$ cat src/rtl/pmw_pkg.sv
package pmw_pkg;
   // Largest count a field of the given width can hold.
   function automatic int unsigned field_max(input int unsigned w);
      return (1 << w) - 1;
   endfunction

   typedef enum logic {
      RDY_HOLD = 1'b0,
      RDY_GO   = 1'b1
   } rdy_e;
endpackage

$ cat src/rtl/pmw_cfg_reg.sv
module pmw_cfg_reg #(
   parameter int unsigned WAIT_W   = 2,
   parameter int unsigned WAIT_RST = 3
) (
   input  logic              clk,
   input  logic              rst_n,
   input  logic              we,
   input  logic [WAIT_W-1:0] wdata,
   output logic [WAIT_W-1:0] wait_cnt
);
   localparam logic [WAIT_W-1:0] RST_VAL = WAIT_W'(WAIT_RST);

   always_ff @(posedge clk or negedge rst_n) begin
      if (!rst_n)  wait_cnt <= RST_VAL;
      else if (we) wait_cnt <= wdata;
   end
endmodule

$ cat src/rtl/pmw_page_track.sv
module pmw_page_track #(
   parameter int unsigned PAGE_W = 8
) (
   input  logic              clk,
   input  logic              rst_n,
   input  logic              start,
   input  logic [PAGE_W-1:0] page,
   output logic              rdy
);
   import pmw_pkg::*;

   logic [PAGE_W-1:0] cur_page;
   logic              cur_valid;
   logic              miss;

   // A miss needs a live access and either no stored page or a different one.
   assign miss = start && (!cur_valid || (page != cur_page));

   always_ff @(posedge clk or negedge rst_n) begin
      if (!rst_n) begin
         cur_page  <= '0;
         cur_valid <= 1'b0;
         rdy       <= RDY_GO;
      end else begin
         rdy <= miss ? RDY_HOLD : RDY_GO;
         if (start) begin
            cur_page  <= page;
            cur_valid <= 1'b1;
         end
      end
   end
endmodule

$ cat src/rtl/pmw_wait_ctr.sv
module pmw_wait_ctr #(
   parameter int unsigned WAIT_W = 2
) (
   input  logic              clk,
   input  logic              rst_n,
   input  logic              strb,
   input  logic              start,
   input  logic [WAIT_W-1:0] load,
   output logic              rdy
);
   import pmw_pkg::*;

   logic [WAIT_W-1:0] left;

   always_ff @(posedge clk or negedge rst_n) begin
      if (!rst_n)                left <= '0;
      else if (!strb)            left <= '0;
      else if (start)            left <= load;
      else if (left != '0)       left <= left - 1'b1;
   end

   assign rdy = (left == '0) ? RDY_GO : RDY_HOLD;
endmodule

$ cat src/rtl/pmw_ready_gen.sv
module pmw_ready_gen #(
   parameter int unsigned PAGE_W   = 8,
   parameter int unsigned WAIT_W   = 2,
   parameter int unsigned WAIT_RST = 3
) (
   input  logic              clk,
   input  logic              rst_n,
   input  logic              strb,
   input  logic [PAGE_W-1:0] page,
   input  logic              cfg_we,
   input  logic [WAIT_W-1:0] cfg_wait,
   output logic              dat_rdy,
   output logic              adr_rdy
);
   import pmw_pkg::*;

   localparam int unsigned WMAX = field_max(WAIT_W);

   generate
      if (PAGE_W < 1) begin : g_bad_page
         $error("pmw_ready_gen: PAGE_W must be at least 1");
      end
      if (WAIT_W < 1 || WAIT_W > 8) begin : g_bad_wait_w
         $error("pmw_ready_gen: WAIT_W must lie in 1..8");
      end
      if (WAIT_RST > WMAX) begin : g_bad_wait_rst
         $error("pmw_ready_gen: WAIT_RST does not fit in WAIT_W bits");
      end
   endgenerate

   logic              strb_q;
   logic              start;
   logic [WAIT_W-1:0] wait_cnt;

   always_ff @(posedge clk or negedge rst_n) begin
      if (!rst_n) strb_q <= 1'b0;
      else        strb_q <= strb;
   end

   assign start = strb && !strb_q;

   pmw_cfg_reg #(.WAIT_W(WAIT_W), .WAIT_RST(WAIT_RST)) u_cfg (
      .clk      (clk),
      .rst_n    (rst_n),
      .we       (cfg_we),
      .wdata    (cfg_wait),
      .wait_cnt (wait_cnt)
   );

   pmw_page_track #(.PAGE_W(PAGE_W)) u_page (
      .clk   (clk),
      .rst_n (rst_n),
      .start (start),
      .page  (page),
      .rdy   (dat_rdy)
   );

   pmw_wait_ctr #(.WAIT_W(WAIT_W)) u_wait (
      .clk   (clk),
      .rst_n (rst_n),
      .strb  (strb),
      .start (start),
      .load  (wait_cnt),
      .rdy   (adr_rdy)
   );
endmodule

$ cat config.mk
export PLATFORM = sky130hd
export DESIGN_NAME = pmw_ready_gen
export DESIGN_NICKNAME = d
export VERILOG_FILES = /design/src/rtl/pmw_pkg.sv /design/src/rtl/pmw_cfg_reg.sv /design/src/rtl/pmw_page_track.sv /design/src/rtl/pmw_wait_ctr.sv /design/src/rtl/pmw_ready_gen.sv
export SDC_FILE = /design/constraint.sdc
export NUM_CORES = 1
export LEC_CHECK = 0
export ABC_AREA = 1
export BUFFER_PORTS_ARGS = -buffer_cell sky130_fd_sc_hd__buf_2
export CORE_MARGIN = 2
export CORE_UTILIZATION = 45
export CTS_CLUSTER_SIZE = 14
export DETAILED_ROUTE_END_ITERATION = 16
export GPL_ROUTABILITY_DRIVEN = 0
export GPL_TIMING_DRIVEN = 1
export PLACE_DENSITY = 0.68
export REMOVE_ABC_BUFFERS = 1
export SLEW_MARGIN = 20
export SYNTH_ARGS = -nofsm -noshare
export SYNTH_HDL_FRONTEND = slang
export SYNTH_SLANG_ARGS = --single-unit
$ cat constraint.sdc
create_clock -name clk -period 1.4 [get_ports clk]
set_input_delay 0.07 -clock clk [delete_from_list [all_inputs] [get_ports clk]]
set_output_delay 0.07 -clock clk [all_outputs]
set_load 0.01 [all_outputs]
# --- Yosys cells after proc, flatten, opt, wreduce, memory -nomap -nowiden ---
# Cells that the tools add are included.
word_totals:
  word_cells: 21
  input_bits: 14
  register_bits: 15
  output_inout_bits: 2
classes:
  n_addsub: 1
  reduce_logical: 7
  mux: 5
  n_eq_ne: 2
ops:
  columns: ["cell", "count"]
  rows:
  - ["8-bit inequality test", 1]
  - ["2-bit two-way mux", 3]
  - ["3-bit by 1-bit inequality test with 1-bit output (second input constant)", 1]
  - ["1-bit logical AND", 2]
  - ["1-bit logical NOT", 2]
  - ["2-bit logical NOT", 1]
  - ["1-bit two-way mux", 2]
  - ["2-bit nonzero test", 1]
  - ["2-bit by 1-bit subtractor with 2-bit output (second input constant)", 1]
  - ["1-bit logical OR", 1]

# --- Depth between registers and ports, before layout ---
depth:
  word_depth: 4
  ltp_mapped: 8
  ltp_nobuf: 8

# --- Cells and area by module ---
# Synthesis repeated with hierarchy kept, for this count alone.
unflattened:
  cells_unflattened: 97
  area_unflattened_um2: 743.2
modules_own_cells:
  columns: ["mod", "n_inst", "seq_area_each_um2", "area_per_inst_um2", "cells_per_inst"]
  rows:
  - ["pmw_page_track", 1, 251.5, 498.0, 67]
  - ["pmw_wait_ctr", 1, 50.0, 131.4, 18]
  - ["pmw_cfg_reg", 1, 52.6, 78.8, 9]
  - ["pmw_ready_gen", 1, 25.0, 35.0, 3]

# --- Worst setup path after synthesis ---
# Ideal clock, no wire load.
synth_timing:
  path_type: "register -> register"
  from: "register u_wait.left[0]"
  to: "register u_wait.left[0]"
  slack_ns: 0.327
  arrival_ns: 0.954
  stages_incl_launch_ff: 7
  period_less_slack_ns: 1.073
  required_time_ns: 1.281
  path_buffers: 0
  cell_sequence: "dfrtp_1 -> inv_1 -> ha_1 -> nand3_1 -> o21ai_1 -> o22ai_1 -> inv_1"
synth_between:
  elab_chain_len: 4
  word_cells_on_any_way: 6
  cone_classes: "add/sub: 1; eq/ne: 1; mux: 3; reduce/logical: 1"
synth_lines:
  columns: ["item", "line", "source"]
  rows:
  - ["from (decl)", "pmw_wait_ctr.sv:13", "logic [WAIT_W-1:0] left;"]
  - ["from (signal assigned)", "pmw_wait_ctr.sv:18", "else if (start) left <= load;"]
  - ["from (signal assigned)", "pmw_wait_ctr.sv:19", "else if (left != '0) left <= left - 1'b1;"]
  - ["2-bit by 1-bit subtractor with 2-bit output", "pmw_wait_ctr.sv:19", null]
  - ["2-bit two-way mux", "pmw_wait_ctr.sv:19", null]
  - ["2-bit two-way mux", "pmw_wait_ctr.sv:18", null]
  - ["2-bit two-way mux", "pmw_wait_ctr.sv:17", "else if (!strb) left <= '0;"]
# Parallel ways exist; a longest one is shown, timed or not. The select of a mux whose other input is x is not followed.
# A chain may end at the register's enable or synchronous reset.

==> results by group <==
Flow run
  • Max_cap viols: 0

Synth
  • Post-Synth Adder-Cell Area: 1.64%
  • Synth Cell Area: around 760 um^2
  • XOR/XNOR share of the synthesized area: ~2.3%
  • Compound-Gate Fraction of Synth Area: about 12%
  • Syn Area/Cell: between 8 and 9 um^2
  • Post-Synthesis Cells: 95
  • Synth Area in Simple Gates: roughly 22%
  • Register area share after synthesis: 49.7%
  • Post-synthesis mux area share: 0%
  • Netlist cell types: 15
  • Main combinational cell family by area after synthesis: simple AND/OR/NAND/NOR gates
  • Number of synthesized register bits: 15
  • Yosys warns: 0

Global route
  • Largest net degree at the start of global routing: 19
  • Initial antenna violation count: 0
  • All-layer global routing usage: between 10% and 20%
  • Total grt overflow: 0
  • First-pass GRT wire length: around 2.2 mm
  • Vias in the first global route: 573

Outcome
  • Status: complete, no violations

Finish
  • Commonest non-fill, non-tap cell in the layout: nand2_1
  • NumNets Final: around 140
  • Most frequent cells in the layout: nand2_1, inv_1, buf_2
  • Antenna Cells: 0
  • Layout cell share with drive strength beyond 1: about a quarter
  • Area grow syn2layout: 23.3%

Floorplanning
  • I/O pin count: 16
  • Die width: between 40 and 50 um
  • Starting Density: about half
  • Die Footprint: slightly above 0.002 mm^2
  • Core area: 0.00154 mm^2
  • Die H: 45.2 um
  • Row count: 14

Clock network
  • Root Driver: clkbuf_4
  • Post-CTS sizing: 0
  • Clk_lat worst skew: slightly below 0.3 ns
  • Worst-path clk slew: approximately 0.090 ns
  • CTS buffer count: 3
  • CTS sink count: 15
  • # hold bufs at CTS: 7
  • CTS max path bufs: 2
  • CTS tree: built
  • Post CTS Setup Buffer Count: 0
  • H-tree levels: 1

STA
  • Clock Skew: between 0.002 and 0.003 ns
  • Relative slew slack: between 70% and 80%
  • Final worst slack: about 0.093 ns
  • Final hold vios: 0
  • Period minus WS final: approximately 1.3 ns
  • # setup viols final: 0
  • Tightest hold margin: between 0.04 and 0.05 ns
  • Setup_tns: 0 ns
  • Period utilization: between 90% and 100%
  • Worst Tran Pin Value: around 0.33 ns
  • F_max: 765 MHz
  • Final Max Slew Viols: 0
  • RSZ-0062 raised after global routing: false

Place
  • Port bufs: 15
  • Post-DP HPWL: ~900 um
  • Place WS: 0.305 ns

Detailed routing
  • First-pass DRT Iterations: 4
  • Total number of vias: just over 600
  • Vias per cell: around 4.5
  • DRT iter0 DRCs: 16
  • Final WL: 1.28 mm
  • Routed Antenna Nets: 0
  • DRC: 0
  • Routed WL per cell: roughly 9.4 um

Power
  • Maximum VDD drop: slightly above 600 uV
  • Power Dens Cells: about 1000 mW/mm^2
  • Leak: ~0.53 nW

Setup path
  • WP data arrival: around 1.5 ns
  • Startpoint Class: flip-flop
  • Crit path max fanout: 2
  • Critical path type: flip-flop to flip-flop
  • CP Capture Type: flip-flop
  • Worst path required time: about 1.6 ns

Min path
  • Worst hold path class: input port to flip-flop
## sequential cells by signal, summed over array words and instances (netlist names)
register / cells
u_wait.left: 2
u_page.cur_valid: 1
u_cfg.wait_cnt: 2
strb_q: 1
u_page.cur_page: 8
u_page.rdy: 1
## worst paths after layout
kind | from | end | slack [ns] | cells after the start
min in group asynchronous | rst_n | u_page.cur_page[4] | 0.20 | 2
max in group asynchronous | rst_n | u_cfg.wait_cnt[1] | 0.90 | 2
worst max-delay path | u_cfg.wait_cnt[0] | u_cfg.wait_cnt[0] | 0.09 | 3
worst max register to register | u_cfg.wait_cnt[0] | u_cfg.wait_cnt[0] | 0.09 | 3
worst min-delay path | page[3] | u_page.cur_page[3] | 0.05 | 3
worst min register to register | u_page.cur_valid | u_page.cur_valid | 0.46 | 2
## layer usage
metal,GRT usage (%),vias to the layer above,part of all wire (%)
met5,0,-,0
met1,19.0,267,51
li1,-,334,-
met3,2.40,5,3.2
met2,23.7,10,43
met4,10.6,0,3.1
## Yosys cell counts
| master | count | area share (%) |
|---|---|---|
| nand2_1 | 33 | 16 |
| inv_1 | 21 | 10 |
| dfrtp_1 | 12 | 39 |
| o21ai_2 | 6 | 6.9 |
| nor2_1 | 4 | 2.0 |
| o21ai_0 | 4 | 2.6 |
| dfstp_2 | 3 | 10 |
| nand3_1 | 3 | 2.0 |
| o22ai_1 | 2 | 1.6 |
| xor2_1 | 2 | 2.3 |
| a21oi_1 | 1 | 0.66 |
| buf_8 | 1 | 2.0 |
| ha_1 | 1 | 1.6 |
| nand2_4 | 1 | 1.5 |
| o21ai_1 | 1 | 0.66 |
## critical path, cell delays in order (launching register included)
cell and delay, ns:
dfstp_2 0.52, inv_1 0.04, o21ai_0 0.13, dlygate4sd3_1 0.57
## metrics by stage
| stage | cell area (um^2) | std cells | power (W) | util, % |
|---|---|---|---|---|
| floorplan | 748 | 94 | 0.000647 | - |
| global placement | 843 | 125 | 0.000702 | 54.7 |
| detailed placement | 843 | 125 | 0.000713 | 54.7 |
| CTS | 941 | 136 | 0.000982 | 61.0 |
| global route | 941 | 136 | 0.00103 | 61.0 |
| finish | 941 | 136 | 0.000969 | 61.0 |
## logic make-up (layout without fill, tap and decap cells)
group,count (synthesis),in the layout
AO/OA/AOI/OAI,14,14
XOR/XNOR,2,2
adder cells (fa/ha/maj),1,1
buffers and inverters,22,47
flip-flops,15,15
AND/OR/NAND/NOR,41,41
## report_power, final
group | switching (W) | internal [W]
combinational | 0.000112 | 0.0000936
sequential | 0.0000270 | 0.000485
clock | 0.000146 | 0.000106
## layout make-up
class	instances	area, um^2
fillers	142	601
clock buffers	3	22.5
multi-input cells	58	290
well taps	16	20.0
flip-flops and latches	15	379
inverters	21	78.8
repair buffers	22	145
clock inverters	1	5.00
Note: power is estimated with default switching activity, not from simulation.
